==> config.mk <==
export PLATFORM = sky130hd
export DESIGN_NAME = dafir_top
export DESIGN_NICKNAME = d
export VERILOG_FILES = /design/src/rtl/dafir_pkg.sv /design/src/rtl/dafir_delay.sv /design/src/rtl/dafir_table.sv /design/src/rtl/dafir_acc.sv /design/src/rtl/dafir_top.sv
export SDC_FILE = /design/constraint.sdc
export NUM_CORES = 1
export LEC_CHECK = 0
export CAP_MARGIN = 20
export CORE_MARGIN = 5
export CORE_UTILIZATION = 35
export CTS_BUF_LIST = sky130_fd_sc_hd__clkbuf_8 sky130_fd_sc_hd__clkbuf_16
export DETAILED_ROUTE_END_ITERATION = 12
export PLACE_DENSITY = 0.58
export SETUP_SLACK_MARGIN = 0.15
export SLEW_MARGIN = 15
export SYNTH_ARGS = -nofsm -noshare
export SYNTH_HDL_FRONTEND = slang
export SYNTH_SLANG_ARGS = --single-unit
==> constraint.sdc <==
create_clock -name clk -period 4.85 [get_ports clk]
set_input_delay 0.97 -clock clk [delete_from_list [all_inputs] [get_ports clk]]
set_output_delay 0.97 -clock clk [all_outputs]
set_load 0.03 [all_outputs]
==> src/rtl/dafir_pkg.sv <==
package dafir_pkg;

   // width of one table word: the sum of K coefficients of CW bits
   function automatic int table_width(input int taps, input int cw);
      return cw + $clog2(taps) + 1;
   endfunction

   // width of the finished result
   function automatic int result_width(input int taps, input int cw, input int w);
      return w + table_width(taps, cw);
   endfunction

endpackage

==> src/rtl/dafir_delay.sv <==
module dafir_delay #(
   parameter int K = 4,
   parameter int W = 8
) (
   input  logic         clk,
   input  logic         rst,
   input  logic         load,
   input  logic         shift,
   input  logic [W-1:0] in_data,
   output logic [K-1:0] addr
);

   logic [W-1:0] hist [K-1];
   logic [W-1:0] sreg [K];

   always_ff @(posedge clk) begin
      if (rst) begin
         for (int j = 0; j < K-1; j++) hist[j] <= '0;
      end else if (load) begin
         hist[0] <= in_data;
         for (int j = 1; j < K-1; j++) hist[j] <= hist[j-1];
      end
   end

   for (genvar k = 0; k < K; k++) begin : g_tap
      always_ff @(posedge clk) begin
         if (rst) begin
            sreg[k] <= '0;
         end else if (load) begin
            if (k == 0) sreg[k] <= in_data;
            else        sreg[k] <= hist[k-1];
         end else if (shift) begin
            sreg[k] <= {sreg[k][W-1], sreg[k][W-1:1]};
         end
      end
      assign addr[k] = sreg[k][0];
   end

   // the history moves only on an accepted sample
   AST_HIST_HOLD: assert property (@(posedge clk) disable iff (rst)
      !load |=> $stable(hist[0])) else $error("history moved without load");

endmodule

==> src/rtl/dafir_table.sv <==
module dafir_table
   import dafir_pkg::*;
#(
   parameter int K  = 4,
   parameter int CW = 8,
   parameter logic [K*CW-1:0] COEFS = '0,
   localparam int TW = table_width(K, CW)
) (
   input  logic [K-1:0]         addr,
   output logic signed [TW-1:0] word
);

   localparam int ENTRIES = 2 ** K;

   function automatic logic signed [TW-1:0] entry_sum(input int idx);
      logic signed [TW-1:0] s;
      s = '0;
      for (int k = 0; k < K; k++) begin
         if (((idx >> k) & 1) == 1)
            s = s + TW'($signed(COEFS[k*CW +: CW]));
      end
      return s;
   endfunction

   logic signed [TW-1:0] rom [ENTRIES];

   for (genvar e = 0; e < ENTRIES; e++) begin : g_entry
      assign rom[e] = entry_sum(e);
   end

   assign word = rom[addr];

endmodule

==> src/rtl/dafir_acc.sv <==
module dafir_acc
   import dafir_pkg::*;
#(
   parameter int K  = 4,
   parameter int W  = 8,
   parameter int CW = 8,
   localparam int TW   = table_width(K, CW),
   localparam int OW   = result_width(K, CW, W),
   localparam int CNTW = $clog2(W) + 1
) (
   input  logic                 clk,
   input  logic                 rst,
   input  logic                 start,
   input  logic signed [TW-1:0] word,
   output logic                 busy,
   output logic                 done,
   output logic signed [OW-1:0] result
);

   logic [CNTW-1:0]      bitpos;
   logic signed [OW-1:0] acc;
   logic signed [OW-1:0] term;
   logic signed [OW-1:0] next_acc;
   logic                 last;

   assign last = (bitpos == CNTW'(W-1));
   assign term = $signed({{(OW-TW){word[TW-1]}}, word}) <<< bitpos;
   assign next_acc = last ? (acc - term) : (acc + term);

   always_ff @(posedge clk) begin
      if (rst) begin
         busy   <= 1'b0;
         done   <= 1'b0;
         bitpos <= '0;
         acc    <= '0;
         result <= '0;
      end else begin
         done <= 1'b0;
         if (start) begin
            busy   <= 1'b1;
            bitpos <= '0;
            acc    <= '0;
         end else if (busy) begin
            acc    <= next_acc;
            bitpos <= bitpos + 1'b1;
            if (last) begin
               busy   <= 1'b0;
               done   <= 1'b1;
               result <= next_acc;
            end
         end
      end
   end

   // pass length counted independently of bitpos
   logic [CNTW:0] run_len;
   always_ff @(posedge clk) begin
      if (rst)       run_len <= '0;
      else if (busy) run_len <= run_len + 1'b1;
      else           run_len <= '0;
   end

   AST_BUSY_LEN: assert property (@(posedge clk) disable iff (rst)
      busy |-> (run_len < (CNTW+1)'(W))) else $error("busy too long");
   AST_DONE_ENDS_BUSY: assert property (@(posedge clk) disable iff (rst)
      $fell(busy) |-> done) else $error("busy fell without done");
   AST_DONE_PULSE: assert property (@(posedge clk) disable iff (rst)
      done |=> !done) else $error("done longer than one cycle");
   AST_NO_START_BUSY: assert property (@(posedge clk) disable iff (rst)
      busy |-> !start) else $error("start while busy");
   AST_RESULT_HOLD: assert property (@(posedge clk) disable iff (rst)
      !done |-> $stable(result)) else $error("result moved");

endmodule

==> src/rtl/dafir_top.sv <==
module dafir_top
   import dafir_pkg::*;
#(
   parameter int K  = 4,
   parameter int W  = 8,
   parameter int CW = 8,
   parameter logic [K*CW-1:0] COEFS = {8'sd7, -8'sd3, 8'sd12, 8'sd5},
   localparam int TW = table_width(K, CW),
   localparam int OW = result_width(K, CW, W)
) (
   input  logic                 clk,
   input  logic                 rst,
   input  logic                 in_valid,
   input  logic [W-1:0]         in_data,
   output logic                 busy,
   output logic                 out_valid,
   output logic signed [OW-1:0] out_result
);

   if (K < 2 || K > 10) begin : g_bad_k
      $error("K must lie in 2..10");
   end
   if (W < 2 || W > 32) begin : g_bad_w
      $error("W must lie in 2..32");
   end
   if (CW < 2 || CW > 32) begin : g_bad_cw
      $error("CW must lie in 2..32");
   end

   logic                 accept;
   logic [K-1:0]         addr;
   logic signed [TW-1:0] word;

   assign accept = in_valid & ~busy;

   dafir_delay #(.K(K), .W(W)) u_delay (
      .clk(clk), .rst(rst), .load(accept), .shift(busy),
      .in_data(in_data), .addr(addr)
   );

   dafir_table #(.K(K), .CW(CW), .COEFS(COEFS)) u_table (
      .addr(addr), .word(word)
   );

   dafir_acc #(.K(K), .W(W), .CW(CW)) u_acc (
      .clk(clk), .rst(rst), .start(accept), .word(word),
      .busy(busy), .done(out_valid), .result(out_result)
   );

   AST_ACCEPT_BUSY: assert property (@(posedge clk) disable iff (rst)
      accept |=> busy) else $error("accepted sample did not start a pass");

endmodule

==> results.md <==
- Status: finished clean
- Asr flop ratio synth: 0%
- DR iter-0 viols: between 300 and 400
- Detailed Route WL: roughly 14000 um
- Met2 Wirelength: between 6000 and 7000 um
- Slew margin rel.: between 40% and 50%
- Layout cells sized above 1: between 10% and 20%
- GP Congestion: between 0.9 and 1
- Number of port buffers: 31
- Antenna cells: 0
- Met3 wire length: 679 um
- Post-Layout Cell Count: 906
- Vias per std cell: about 5.2
- TNS Setup: 0 ns
- Drt pass-1 iters: 4
- Clock root cell: clkbuf_16
- Synthesized area per cell: roughly 9.8 um2
- Largest net degree at the start of global routing: between 40 and 50
- Die width: 142 um
- Cells after DPL: 877
- Setup violations, final: 0
- Setup CP Type: reg2reg
- First-pass GRT wire length: around 23000 um
- Post-layout nets: 720
- Hold_ws: approximately 0.46 ns
- EDFF count, synth: between 50 and 60
- Minimum clock period: 4.52 ns
- Final HPWL DP: 9840 um
- RSZ-0062 raised after global routing: yes
- All-Layer GR Usage: 14.1%
- Crit-path max FO: 7
- Layout overhead on the synthesized area: 20.1%
- Mapped Area: 0.00608 mm2
- Chip height: 142 um
- Clock-pin slew on the worst setup and hold paths: about 0.08 ns
- Starting Density: roughly 35%
- Via count: 4722
- Top Layer Used: met4
- Clock latency on the worst-skew pair: 0.36 ns
- TritonCTS clock tree: yes
- WL per Instance: ~16 um
- Total Power: ~2.7 mW
- Peak supply drop: around 0.00022 V
- Ys flop type: edfxtp_1
- Worst path required time: about 5 ns
- Met1 wire length: roughly 6400 um
- Syn Inst Count: 620
- # IOs: 32
- Synth cell types: slightly below 80
- CP Data Arrival Time: between 4 and 5 ns
- FF+latch count, synth: 100
- LEAKAGE: slightly above 3 nW
- Worst-Margin Slew: between 0.8 and 0.9 ns
- Seq/Total Area, Yosys: roughly 42%
- Gr ovfl total: 0
- Final hold violations: 0
- Crit share post-route: between 90% and 100%
- DRT antenna net count: 0
- Die area: between 0.02 and 0.025 mm2
- Pins over their slew limit: 0
- CP endpoint kind: flip-flop
- Number of global-route vias before repair: about 4700
- Number of max-cap violations: 0
- Initial antenna violation count: 0
- Startpoint types: flip-flop
- Number of synthesis warnings: 0
- Final Skew: about 0.013 ns
- Mapped Nets: about 660
- CTS H-tree depth: 3
- Core area: between 0.015 and 0.02 mm2
- Clock tree sinks: 100
- Peak Freq: 0.221 GHz
- CTS Buf Count: 9
- Row count: 48
- Hold crit path type: reg2reg
- PwrDens: approximately 380 mW/mm2
- Clock Tree Buf Depth: 2
- Post-layout util: a little over two fifths
- DRC: 0
- Hold Buf Count CTS: 0
-- logic make-up after synthesis --
| group | Yosys count | share of synthesized area [%] |
|---|---|---|
| AND/OR/NAND/NOR | 215 | 17.3 |
| AO/OA/AOI/OAI | 174 | 21.2 |
| flip-flops | 100 | 42.2 |
| buffers and inverters | 53 | 4.98 |
| adder cells (fa/ha/maj) | 34 | 7.08 |
| XOR/XNOR | 33 | 4.88 |
| multiplexers | 11 | 2.35 |
-- final timing paths --
check	cells past startpoint	to	slack, ns	from
max	18	u_acc.acc[18]	0.33	u_delay.sreg[0][0]
min	2	u_acc.result[6]	0.46	u_acc.result[6]
max reg2reg	18	u_acc.acc[18]	0.33	u_delay.sreg[0][0]
min reg2reg	2	u_acc.result[6]	0.46	u_acc.result[6]
-- critical path, stage by stage, from the launching register on --
cell and delay [ns]:
edfxtp_1 0.42, buf_6 0.16, ha_2 0.20, mux4_2 0.57, buf_6 0.16, a211o_1 0.28, and3_4 0.21, a221oi_4 0.36
inv_1 0.09, nor3_2 0.25, nor2_1 0.08, xor2_1 0.15, ha_1 0.33, and3_1 0.21, and4_4 0.21, o31ai_4 0.32
nor2_1 0.10, mux2i_1 0.18, nand4_1 0.11
-- power breakdown --
group / leakage [nW] / internal, mW / switching, mW / total (mW)
sequential: 0.971 / 0.979 / 0.0406 / 1.02
combinational: 1.91 / 0.459 / 0.554 / 1.01
clock: 0.142 / 0.363 / 0.353 / 0.715
total: 3.02 / 1.80 / 0.947 / 2.75
-- timing repair --
item,in CTS,in global routing
endpoints found under the setup margin,3,15
pin swaps,0,18
resized for setup,3,35
setup buffers,0,12
-- layout by cell type (no fill, tap or decap), types with 6 or more instances in the layout --
| master | synthesis | layout |
|---|---|---|
| nand2_1 | 69 | 69 |
| edfxtp_1 | 56 | 56 |
| nor2_1 | 55 | 54 |
| dfxtp_1 | 44 | 44 |
| buf_4 | 0 | 43 |
| a21oi_1 | 41 | 39 |
| clkdlybuf4s50_1 | 0 | 31 |
| and2_1 | 29 | 29 |
| a21o_1 | 26 | 26 |
| ha_1 | 32 | 26 |
| o21ai_0 | 24 | 21 |
| a22o_1 | 21 | 21 |
| xnor2_1 | 19 | 19 |
| inv_1 | 18 | 16 |
| xor2_1 | 13 | 13 |
| clkbuf_16 | 0 | 9 |
| and3_1 | 8 | 8 |
| nand3_1 | 8 | 8 |
| nor2b_1 | 8 | 7 |
| nand2b_1 | 7 | 7 |
| o211ai_1 | 6 | 6 |
| nor3_1 | 7 | 6 |
| a31oi_1 | 8 | 6 |
-- metrics by stage --
stage | worst slack [ns] | cell area (um2)
CTS | 0.138 | 7020
detailed placement | 0.0222 | 6700
global route | 0.103 | 7300
global placement | 0.162 | 6700
finish | 0.326 | 7300
floorplan | 0.181 | 6080
-- Yosys cell counts (all sizes together) (9+ instances only) --
library cell  instances  area share (%)
ha                   32             6.6
xor2                 13             1.9
a21oi                42             3.5
xnor2                20             3.0
o21ai                25             2.1
nor2                 56             3.5
clkbuf               24             2.1
nand2                69             4.3
a22o                 21             3.0
a21o                 26             3.2
inv                  18             1.1
dfxtp                44              14
and3                  9             1.0
and2                 29             3.0
edfxtp               56              28
a31oi                 9             1.2
-- registers in the layout, summed over array words and instances (netlist names) --
signal        cells
u_acc.acc        19
u_acc.bitpos      4
u_acc.busy        1
u_acc.done        1
u_acc.result     19
u_delay.hist     24
u_delay.sreg     32
-- layout make-up --
class	count	area (um2)
Fill cell	1714	9880
Multi-Input combinational cell	467	3400
Sequential cell	100	2560
Timing Repair Buffer	78	687
Tap cell	225	282
Clock buffer	9	225
Inverter	20	75.1
Clock inverter	7	70.1
-- metal layers --
layer / vias up / GRT usage (%)
li1: 2359 / -
met1: 2247 / 17.8
met4: 0 / 4.80
met3: 21 / 3.71
met2: 95 / 23.5
met5: - / 0
No activity file was read; power rests on OpenSTA's default activity.
